## src/rtl/rxct_pkg.sv

```systemverilog
package rxct_pkg;
  localparam int unsigned BITS_PER_CH = 8;
  localparam int unsigned T1_CH       = 24;
  localparam int unsigned E1_CH       = 32;
  localparam int unsigned MASK_W      = E1_CH;
  localparam int unsigned SLOT_W      = $clog2(BITS_PER_CH);
  localparam int unsigned CH_W        = $clog2(E1_CH);

  typedef struct packed {
    logic              fbit;
    logic [CH_W-1:0]   chan;
    logic [SLOT_W-1:0] slot;
  } pos_t;
endpackage

```

## src/rtl/rxct_frame_cnt.sv

```systemverilog
module rxct_frame_cnt
  import rxct_pkg::*;
(
  input  logic clk_i,
  input  logic rst_ni,
  input  logic fsync_i,
  input  logic e1_mode_i,
  output pos_t pos_q_o,
  output pos_t pos_d_o
);
  localparam logic [SLOT_W-1:0] SLOT_LAST = SLOT_W'(BITS_PER_CH - 1);
  localparam logic [CH_W-1:0]   T1_LAST   = CH_W'(T1_CH - 1);
  localparam logic [CH_W-1:0]   E1_LAST   = CH_W'(E1_CH - 1);

  pos_t pos_q, pos_d;
  logic [CH_W-1:0] chan_last;

  assign chan_last = e1_mode_i ? E1_LAST : T1_LAST;

  always_comb begin
    pos_d = pos_q;
    if (fsync_i) begin
      // sync: next bit is frame bit 0 (framing bit in 24-ch mode)
      pos_d.fbit = ~e1_mode_i;
      pos_d.chan = '0;
      pos_d.slot = '0;
    end else if (pos_q.fbit) begin
      pos_d.fbit = 1'b0;
      pos_d.chan = '0;
      pos_d.slot = '0;
    end else if (pos_q.slot == SLOT_LAST) begin
      pos_d.slot = '0;
      if (pos_q.chan >= chan_last) begin
        pos_d.chan = '0;
        pos_d.fbit = ~e1_mode_i;
      end else begin
        pos_d.chan = pos_q.chan + 1'b1;
      end
    end else begin
      pos_d.slot = pos_q.slot + 1'b1;
    end
  end

  always_ff @(posedge clk_i or negedge rst_ni) begin
    if (!rst_ni) pos_q <= '0;
    else         pos_q <= pos_d;
  end

  assign pos_q_o = pos_q;
  assign pos_d_o = pos_d;

  assert_slot_wrap_R5: assert property (@(posedge clk_i) disable iff (!rst_ni)
    (!fsync_i && !pos_q.fbit && pos_q.slot == SLOT_LAST) |=> (pos_q.slot == '0));

  assert_sync_realign_R9: assert property (@(posedge clk_i) disable iff (!rst_ni)
    fsync_i |=> (pos_q.slot == '0 && pos_q.chan == '0 && pos_q.fbit == !$past(e1_mode_i)));

  assert_t1_wrap_R4: assert property (@(posedge clk_i) disable iff (!rst_ni)
    (!fsync_i && !e1_mode_i && !pos_q.fbit && pos_q.chan == T1_LAST && pos_q.slot == SLOT_LAST)
    |=> pos_q.fbit);

  assert_fbit_single_R4: assert property (@(posedge clk_i) disable iff (!rst_ni)
    (!fsync_i && pos_q.fbit) |=> (!pos_q.fbit && pos_q.chan == '0 && pos_q.slot == '0));

  assert_e1_wrap_R3: assert property (@(posedge clk_i) disable iff (!rst_ni)
    (!fsync_i && e1_mode_i && !pos_q.fbit && pos_q.chan == E1_LAST && pos_q.slot == SLOT_LAST)
    |=> (!pos_q.fbit && pos_q.chan == '0 && pos_q.slot == '0));
endmodule

```

## src/rtl/rxct_strobe_gen.sv

```systemverilog
module rxct_strobe_gen
  import rxct_pkg::*;
(
  input  logic              clk_i,
  input  logic              rst_ni,
  input  pos_t              pos_d_i,
  input  logic              e1_mode_i,
  input  logic              out_sel_i,
  input  logic [MASK_W-1:0] chan_mask_i,
  output logic              chclk_o,
  output logic              chblk_o,
  output logic              pin_o
);
  localparam logic [SLOT_W-1:0] SLOT_LAST = SLOT_W'(BITS_PER_CH - 1);

  logic chclk_d, chblk_d, mask_ok;
  logic chclk_q, chblk_q, pin_q;

  // in 24-ch mode upper mask bits never reach the output
  assign mask_ok = e1_mode_i || (32'(pos_d_i.chan) < T1_CH);
  assign chclk_d = !pos_d_i.fbit && (pos_d_i.slot == SLOT_LAST);
  assign chblk_d = !pos_d_i.fbit && mask_ok && chan_mask_i[pos_d_i.chan];

  always_ff @(posedge clk_i or negedge rst_ni) begin
    if (!rst_ni) begin
      chclk_q <= 1'b0;
      chblk_q <= 1'b0;
      pin_q   <= 1'b0;
    end else begin
      chclk_q <= chclk_d;
      chblk_q <= chblk_d;
      pin_q   <= out_sel_i ? chclk_d : chblk_d;
    end
  end

  assign chclk_o = chclk_q;
  assign chblk_o = chblk_q;
  assign pin_o   = pin_q;

  assert_pin_route_R8: assert property (@(posedge clk_i) disable iff (!rst_ni)
    out_sel_i |=> (pin_q == chclk_q));
endmodule

```

## src/rtl/rx_chan_timing.sv

```systemverilog
module rx_chan_timing
  import rxct_pkg::*;
(
  input  logic              clk_i,
  input  logic              rst_ni,
  input  logic              fsync_i,
  input  logic              e1_mode_i,
  input  logic              out_sel_i,
  input  logic [MASK_W-1:0] chan_mask_i,
  output logic              chan_pin_o
);
  localparam logic [SLOT_W-1:0] SLOT_LAST = SLOT_W'(BITS_PER_CH - 1);

  pos_t pos_q, pos_d;
  logic chclk, chblk;

  rxct_frame_cnt u_cnt (
    .clk_i     (clk_i),
    .rst_ni    (rst_ni),
    .fsync_i   (fsync_i),
    .e1_mode_i (e1_mode_i),
    .pos_q_o   (pos_q),
    .pos_d_o   (pos_d)
  );

  rxct_strobe_gen u_strb (
    .clk_i       (clk_i),
    .rst_ni      (rst_ni),
    .pos_d_i     (pos_d),
    .e1_mode_i   (e1_mode_i),
    .out_sel_i   (out_sel_i),
    .chan_mask_i (chan_mask_i),
    .chclk_o     (chclk),
    .chblk_o     (chblk),
    .pin_o       (chan_pin_o)
  );

  always_comb begin
    if (!rst_ni) assert_reset_quiet_R1: assert (chan_pin_o == 1'b0);
  end

  assert_fbit_quiet_R4: assert property (@(posedge clk_i) disable iff (!rst_ni)
    pos_q.fbit |-> (!chclk && !chblk));

  assert_lsb_only_R5: assert property (@(posedge clk_i) disable iff (!rst_ni)
    chclk |-> (!pos_q.fbit && pos_q.slot == SLOT_LAST));
endmodule

```

## config.mk

```make
export PLATFORM = sky130hd
export DESIGN_NAME = rx_chan_timing
export DESIGN_NICKNAME = d
export VERILOG_FILES = /design/src/rtl/rxct_pkg.sv /design/src/rtl/rxct_frame_cnt.sv /design/src/rtl/rxct_strobe_gen.sv /design/src/rtl/rx_chan_timing.sv
export SDC_FILE = /design/constraint.sdc
export NUM_CORES = 1
export LEC_CHECK = 0
export ABC_CLOCK_PERIOD_IN_PS = 6900
export CORE_UTILIZATION = 52
export CTS_BUF_LIST = sky130_fd_sc_hd__clkbuf_16
export CTS_CLUSTER_DIAMETER = 150
export CTS_CLUSTER_SIZE = 16
export DETAILED_ROUTE_END_ITERATION = 8
export PLACE_DENSITY = 0.85
export SYNTH_ARGS = -nofsm -noshare
export SYNTH_HDL_FRONTEND = slang
export SYNTH_SLANG_ARGS = --single-unit
export TNS_END_PERCENT = 30
```

## constraint.sdc

```tcl
create_clock -name clk_i -period 6.9 [get_ports clk_i]
set_input_delay 1.035 -clock clk_i [delete_from_list [all_inputs] [get_ports clk_i]]
set_output_delay 1.035 -clock clk_i [all_outputs]
set_load 0.01 [all_outputs]
```

==> flow_summary_export.csv, run 1 <==
group,metric,value,unit
setup_path,start_kind,"primary input",
setup_path,critPathSlowestCell,"o211ai_1",
synthesis,synth_area_leaders,"dfrtp_1 (18%), nand2_1 (6.8%), a31oi_1 (5.5%), and2_1 (5.0%), o21ai_0 (4.4%)",
finish,nNetsFinal,260,
setup_path,reg2reg_slack,3.80,ns
status,status,"completed",
synthesis,synth_top_area_cell,"dfrtp_1",
setup_path,rr_startpoint,"u_cnt.pos_q_o[3]",
place,io_buffer_count,37,
clocking,cts_sinks,10,
global_routing,overflow,0,
clocking,clock_latency,0.23,ns
drt,vias_per_cell,6.66,
sta,fin_tns_setup,0,ns
sta,fin_crit_sh,0.519,
setup_path,crit_path_end_kind,"flip-flop",
setup_path,path_cells,"clkdlybuf4s50_1 > inv_1 > ha_1 > nand3_1 > o211ai_1 > o22ai_1 > a211o_1 > a211o_1 > a31oi_1 > o31ai_1",
finish,final_cell_mix,"clkdlybuf4s50_1 (37), nand2_1 (25), a31oi_1 (12), o21ai_0 (12)",
synthesis,synth_seq_cells,10,
clocking,postCtsHoldBufs,0,
global_routing,grt_use_total,0.321,
clocking,cts_max_path_buffers,2,
clocking,cts_tree,"built",
synthesis,syn_area,1370,um^2
finish,layout-drive-gt1-share,0.0599,
drt,ant_nets,0,
pwr,powerDensity,117,nW/um^2
finish,syn_to_final_growth,30.5,%
setup_path,worstPathRequired,7.01,ns
finish,antenna_cells,0,
synthesis,syn_nets,231,
synthesis,synth_top_cell_area_share,0.182,
job,maxCapViolCount,0,
floorplanning,core_area,2480,um^2
clocking,htree_levels,1,
place,dpl_cell_area,1710,um^2
drt,drtIter0Drc,92,
setup_path,cp_max_fo,12,
clocking,cts_made_buffers,3,
sta,setup_viol,0,
finish,design_area,1790,um^2
sta,final.min_clock_period,3.58,ns
clocking,root_buffer,"clkbuf_16",
place,dpl.hpwl,3.04,mm
floorplanning,die_w,53.4,um
finish,final_common_cell,"clkdlybuf4s50_1",
sta,fmax,0.279,GHz
sta,hold_viol,0,
drt,drt_pass1_iterations,6,
clocking,cts_resized,0,
floorplanning,die_area,2850,um^2
min_path,worstHoldPathCells,1,
setup_path,cp_slowest_stage_delay,0.71,ns
setup_path,crit_type,"primary input to flip-flop",
synthesis,synth_edf_count,0,
synthesis,synthFlopType,"dfrtp_1",
synthesis,async_flop_share,1.00,
setup_path,r2r_cells,8,
sta,clock_skew,0.000537,ns
drt,finalWirelength,4.33,mm
min_path,holdCritStartpoint,"u_cnt.pos_q_o[0]",
global_routing,grt_max_degree,36,
synthesis,yosys_warnings,0,
drt,wl_per_cell,17.5,um
drt,vias,1645,
pwr,power.leakage,0.660,nW
floorplanning,start_util,0.554,
global_routing,grt_pass1_wl,6.77,mm
global_routing,grt_pass1_vias,1515,
setup_path,crit_top_cell,"a211o_1",
setup_path,worstReg2RegEnd,"u_strb.pin_o",
min_path,min_path_type,"flip-flop to flip-flop",
synthesis,avgSynthCellArea,7.22,um^2
place,gp_congestion,0.882,
sta,slew_headroom,0.391,
min_path,hold_end,"u_cnt.pos_q_o[0]",
clocking,clk_pin_slew,0.04,ns
floorplanning,die_h,53.4,um
sta,slew_viol_final,0,
pwr,peakVddDrop,0.166,mV
floorplanning,pin_count,38,
clocking,postCtsSetupBuffers,0,
setup_path,path_buf_inv,2,
synthesis,ys_types,50,
setup_path,crit_family,"compound AO/OA/AOI/OAI gates",
sta,tightestPinTransition,0.901,ns
floorplanning,rows,18,
drt,route.detailed.drc,0,
synthesis,netlist_instances,190,
sta,rsz0062_at_grt,"no",
synthesis,ys_seq_area_frac,0.182,
setup_path,arrival,3.69,ns
global_routing,antenna_found_initial,0,
[through the flow]
stage / total power [mW] / utilization / setup slack [ns] / hold slack [ns] / cells
3_3_place_gp: 0.108 / 0.692 / 3.14 / 0.440 / 244
2_1_floorplan: 0.0800 / - / 4.02 / 0.427 / 190
4_1_cts: 0.209 / 0.722 / 3.34 / 0.465 / 247
3_5_place_dp: 0.109 / 0.692 / 3.09 / 0.447 / 244
6_report: 0.209 / 0.722 / 3.32 / 0.468 / 247
5_1_grt: 0.217 / 0.722 / 3.00 / 0.513 / 247
[registers in the layout, indices dropped and copies added (netlist names)]
name,flops
u_strb.pin_o,1
u_cnt.pos_q_o,9
[cell type report]
cell class	instances	area, um^2
repair buffers	39	385
well taps	30	37.5
inverters	8	30.0
fillers	209	688
clock buffers	3	75.1
multi-input cells	157	1010
flip-flops and latches	10	250
[power breakdown]
group,internal (mW),switching (mW)
clock,0.0749,0.0243
sequential,0.0607,0.00108
combinational,0.0277,0.0201
total,0.163,0.0455
[synth_stat cells (all sizes together), types with 2 or more instances]
library cell,n
nand2,25
o21ai,13
a31oi,12
and2,11
nand3,11
dfrtp,10
nor2,10
clkbuf,8
buf,7
inv,6
o22ai,6
a211oi,5
a21oi,5
a221oi,5
a21boi,4
ha,4
nor3,4
o211ai,4
a2111oi,3
a211o,3
a311oi,3
and3,3
nand4,3
a21o,2
clkinv,2
nor2b,2
nor4b,2
o2111ai,2
o31ai,2
[worst max path at each step]
stage	start	end	slack, ns	depth (start not counted)
2_1_floorplan	e1_mode_i	u_strb.pin_o	4.02	9
5_1_grt	e1_mode_i	u_strb.pin_o	3.00	10
4_1_cts	e1_mode_i	u_strb.pin_o	3.34	10
3_3_place_gp	e1_mode_i	u_strb.pin_o	3.14	10
3_5_place_dp	e1_mode_i	u_strb.pin_o	3.09	10
6_report	e1_mode_i	u_strb.pin_o	3.32	10
[per-layer routing]
metal | up-vias | share of wire | track usage
met1 | 754 | 0.41 | 0.402
li1 | 788 | - | -
met4 | 0 | 0.018 | 0.105
met5 | - | 0 | 0
met3 | 8 | 0.067 | 0.0402
met2 | 95 | 0.50 | 0.556
[kinds of logic (layout without fill, tap and decap cells)]
| group | Yosys count | count (layout) | synth area share |
|---|---|---|---|
| xor+xnor | 2 | 2 | 0.0128 |
| buf+inv | 23 | 50 | 0.0803 |
| compound gates | 75 | 75 | 0.405 |
| flops | 10 | 10 | 0.182 |
| simple gates | 75 | 75 | 0.276 |
| fa+ha+maj | 4 | 4 | 0.0365 |
| mux | 1 | 1 | 0.00730 |
No activity file was read; power rests on OpenSTA's default activity.
==> run 2, diff against run 1 <==
--- a/config.mk
+++ b/config.mk
@@ -5,13 +5,13 @@
 export SDC_FILE = /design/constraint.sdc
 export NUM_CORES = 1
 export LEC_CHECK = 0
-export ABC_CLOCK_PERIOD_IN_PS = 6900
-export CORE_UTILIZATION = 52
+export ABC_CLOCK_PERIOD_IN_PS = 3450
+export CORE_UTILIZATION = 48
 export CTS_BUF_LIST = sky130_fd_sc_hd__clkbuf_16
 export CTS_CLUSTER_DIAMETER = 150
 export CTS_CLUSTER_SIZE = 16
 export DETAILED_ROUTE_END_ITERATION = 8
-export PLACE_DENSITY = 0.85
+export PLACE_DENSITY = 0.79
 export SYNTH_ARGS = -nofsm -noshare
 export SYNTH_HDL_FRONTEND = slang
 export SYNTH_SLANG_ARGS = --single-unit
==> constraint.sdc (replaced) <==
create_clock -name clk_i -period 3.45 [get_ports clk_i]
set_input_delay 0.5175 -clock clk_i [delete_from_list [all_inputs] [get_ports clk_i]]
set_output_delay 0.5175 -clock clk_i [all_outputs]
set_load 0.01 [all_outputs]
==> flow_summary_export.csv, run 2 (same netlist as run 1, synthesis figures left out) <==
group,metric,value,unit
status,status,"completed",
sta,slew_headroom,0.518,
drt,drt_pass1_iterations,4,
min_path,min_path_type,"flip-flop to flip-flop",
drt,vias_per_cell,6.64,
drt,ant_nets,0,
finish,layout-drive-gt1-share,0.0766,
global_routing,grt_max_degree,33,
finish,largest_reg_flops,9,
finish,nNetsFinal,264,
setup_path,start_kind,"primary input",
clocking,root_buffer,"clkbuf_16",
job,maxCapViolCount,0,
place,dpl_cell_area,1750,um^2
min_path,hold_end,"u_cnt.pos_q_o[0]",
global_routing,antenna_found_initial,0,
finish,antenna_cells,0,
floorplanning,die_w,55.5,um
finish,design_area,1820,um^2
floorplanning,pin_count,38,
sta,rsz0062_at_grt,"no",
drt,drtIter0Drc,68,
finish,final_common_cell,"clkdlybuf4s50_1",
global_routing,grt_pass1_wl,7.18,mm
floorplanning,die_h,55.5,um
sta,fin_crit_sh,0.881,
global_routing,overflow,0,
global_routing,grt_use_total,0.286,
finish,final_cell_mix,"clkdlybuf4s50_1 (37), nand2_1 (25), a31oi_1 (12), o21ai_0 (12)",
setup_path,worstReg2RegEnd,"u_strb.pin_o",
min_path,worstHoldPathCells,1,
place,gp_congestion,0.875,
clocking,clock_latency,0.24,ns
setup_path,critPathSlowestCell,"clkdlybuf4s50_1",
setup_path,worstPathRequired,3.57,ns
setup_path,rr_startpoint,"u_cnt.pos_q_o[0]",
finish,fill_cells,235,
floorplanning,die_area,3070,um^2
clocking,postCtsSetupBuffers,0,
setup_path,path_cells,"clkdlybuf4s50_1 > inv_1 > ha_1 > a21o_2 > a31oi_1 > o21ai_2 > clkinv_1 > a2111oi_2 > a311oi_1 > o41ai_2 > o31ai_1",
finish,multi_input_area,1010,um^2
setup_path,crit_type,"primary input to flip-flop",
clocking,cts_made_buffers,3,
place,dpl.hpwl,3.15,mm
clocking,cts_max_path_buffers,2,
sta,tightestPinTransition,0.714,ns
sta,slew_viol_final,0,
drt,route.detailed.drc,0,
setup_path,crit_path_end_kind,"flip-flop",
place,io_buffer_count,37,
clocking,cts_tree,"built",
floorplanning,rows,19,
setup_path,cp_max_fo,8,
global_routing,grt_pass1_vias,1734,
drt,finalWirelength,4.22,mm
drt,wl_per_cell,16.7,um
clocking,postCtsHoldBufs,0,
sta,fin_tns_setup,0,ns
sta,fmax,0.329,GHz
sta,hold_viol,0,
clocking,htree_levels,1,
sta,holdWs,0.453,ns
finish,syn_to_final_growth,33.0,%
clocking,cts_resized,0,
finish,final_cells,253,
finish,register_area,250,um^2
setup_path,r2r_cells,11,
drt,vias,1681,
setup_path,cp_slowest_stage_delay,0.50,ns
sta,clock_skew,0.00266,ns
setup_path,arrival,3.16,ns
floorplanning,core_area,2730,um^2
sta,setup_viol,0,
pwr,power.leakage,0.681,nW
clocking,cts_sinks,10,
place,dp.cells,249,
pwr,powerDensity,233,nW/um^2
sta,final.min_clock_period,3.04,ns
min_path,holdCritStartpoint,"u_cnt.pos_q_o[0]",
clocking,clk_pin_slew,0.04,ns
pwr,peakVddDrop,0.377,mV
setup_path,reg2reg_slack,0.69,ns
floorplanning,start_util,0.502,
==> run 2: cell types whose count changed in the layout (fill, tap and decap cells not counted), sizes merged <==
cell / delta
buf: +4
clkinv: +1
==> run 2: layer usage <==
metal / vias to the layer above / track usage / routed length [um] / part of all wire
met2: 64 / 0.530 / 2210 / 0.52
met1: 812 / 0.319 / 1720 / 0.41
li1: 796 / - / - / -
met4: 0 / 0.139 / 75 / 0.018
met3: 9 / 0.0328 / 211 / 0.050
met5: - / 0 / 0 / 0
==> run 2: how the worst max path moves through the flow <==
stage | startpoint | endpoint | slack (ns) | cells after the start
floorplan | e1_mode_i | u_strb.pin_o | 1.09 | 9
global placement | e1_mode_i | u_strb.pin_o | 0.36 | 11
detailed placement | e1_mode_i | u_strb.pin_o | 0.23 | 11
CTS | e1_mode_i | u_strb.pin_o | 0.46 | 11
global route | e1_mode_i | u_strb.pin_o | 0.21 | 11
finish | e1_mode_i | u_strb.pin_o | 0.41 | 11
==> run 2: where the power goes <==
group / leakage [nW] / internal [mW] / switching (mW)
combinational: 0.507 / 0.0553 / 0.0393
clock: 0.0385 / 0.152 / 0.0555
sequential: 0.136 / 0.121 / 0.00220
total: 0.681 / 0.329 / 0.0970
==> run 2: per-stage QoR <==
stage	util	setup slack [ns]	power, mW
floorplan	-	1.09	0.160
global placement	0.638	0.356	0.215
detailed placement	0.638	0.228	0.219
CTS	0.667	0.455	0.426
global route	0.667	0.214	0.446
finish	0.667	0.409	0.426
==> run 2: final cells by class <==
type	instances	area share
multi-input combinational	157	0.554
inverter	8	0.0165
sequential	10	0.137
clock inverter	1	0.00206
clock buffer	3	0.0412
tap	31	0.0213
timing repair buffer	43	0.228
==> run 2: worst max-delay path, delay by kind of cell <==
family          cells  cell delay (ns)
compound gates      7             1.45
buf+inv             3             0.87
fa+ha+maj           1             0.32
==> run 3, diff against run 2 <==
--- a/config.mk
+++ b/config.mk
@@ -11,6 +11,7 @@
 export CTS_CLUSTER_DIAMETER = 150
 export CTS_CLUSTER_SIZE = 16
 export DETAILED_ROUTE_END_ITERATION = 8
+export GPL_ROUTABILITY_DRIVEN = 0
 export PLACE_DENSITY = 0.79
 export SYNTH_ARGS = -nofsm -noshare
 export SYNTH_HDL_FRONTEND = slang
==> results of run 3 <==
Same layout as run 2: the final DEF is identical, and so are final timing and power.
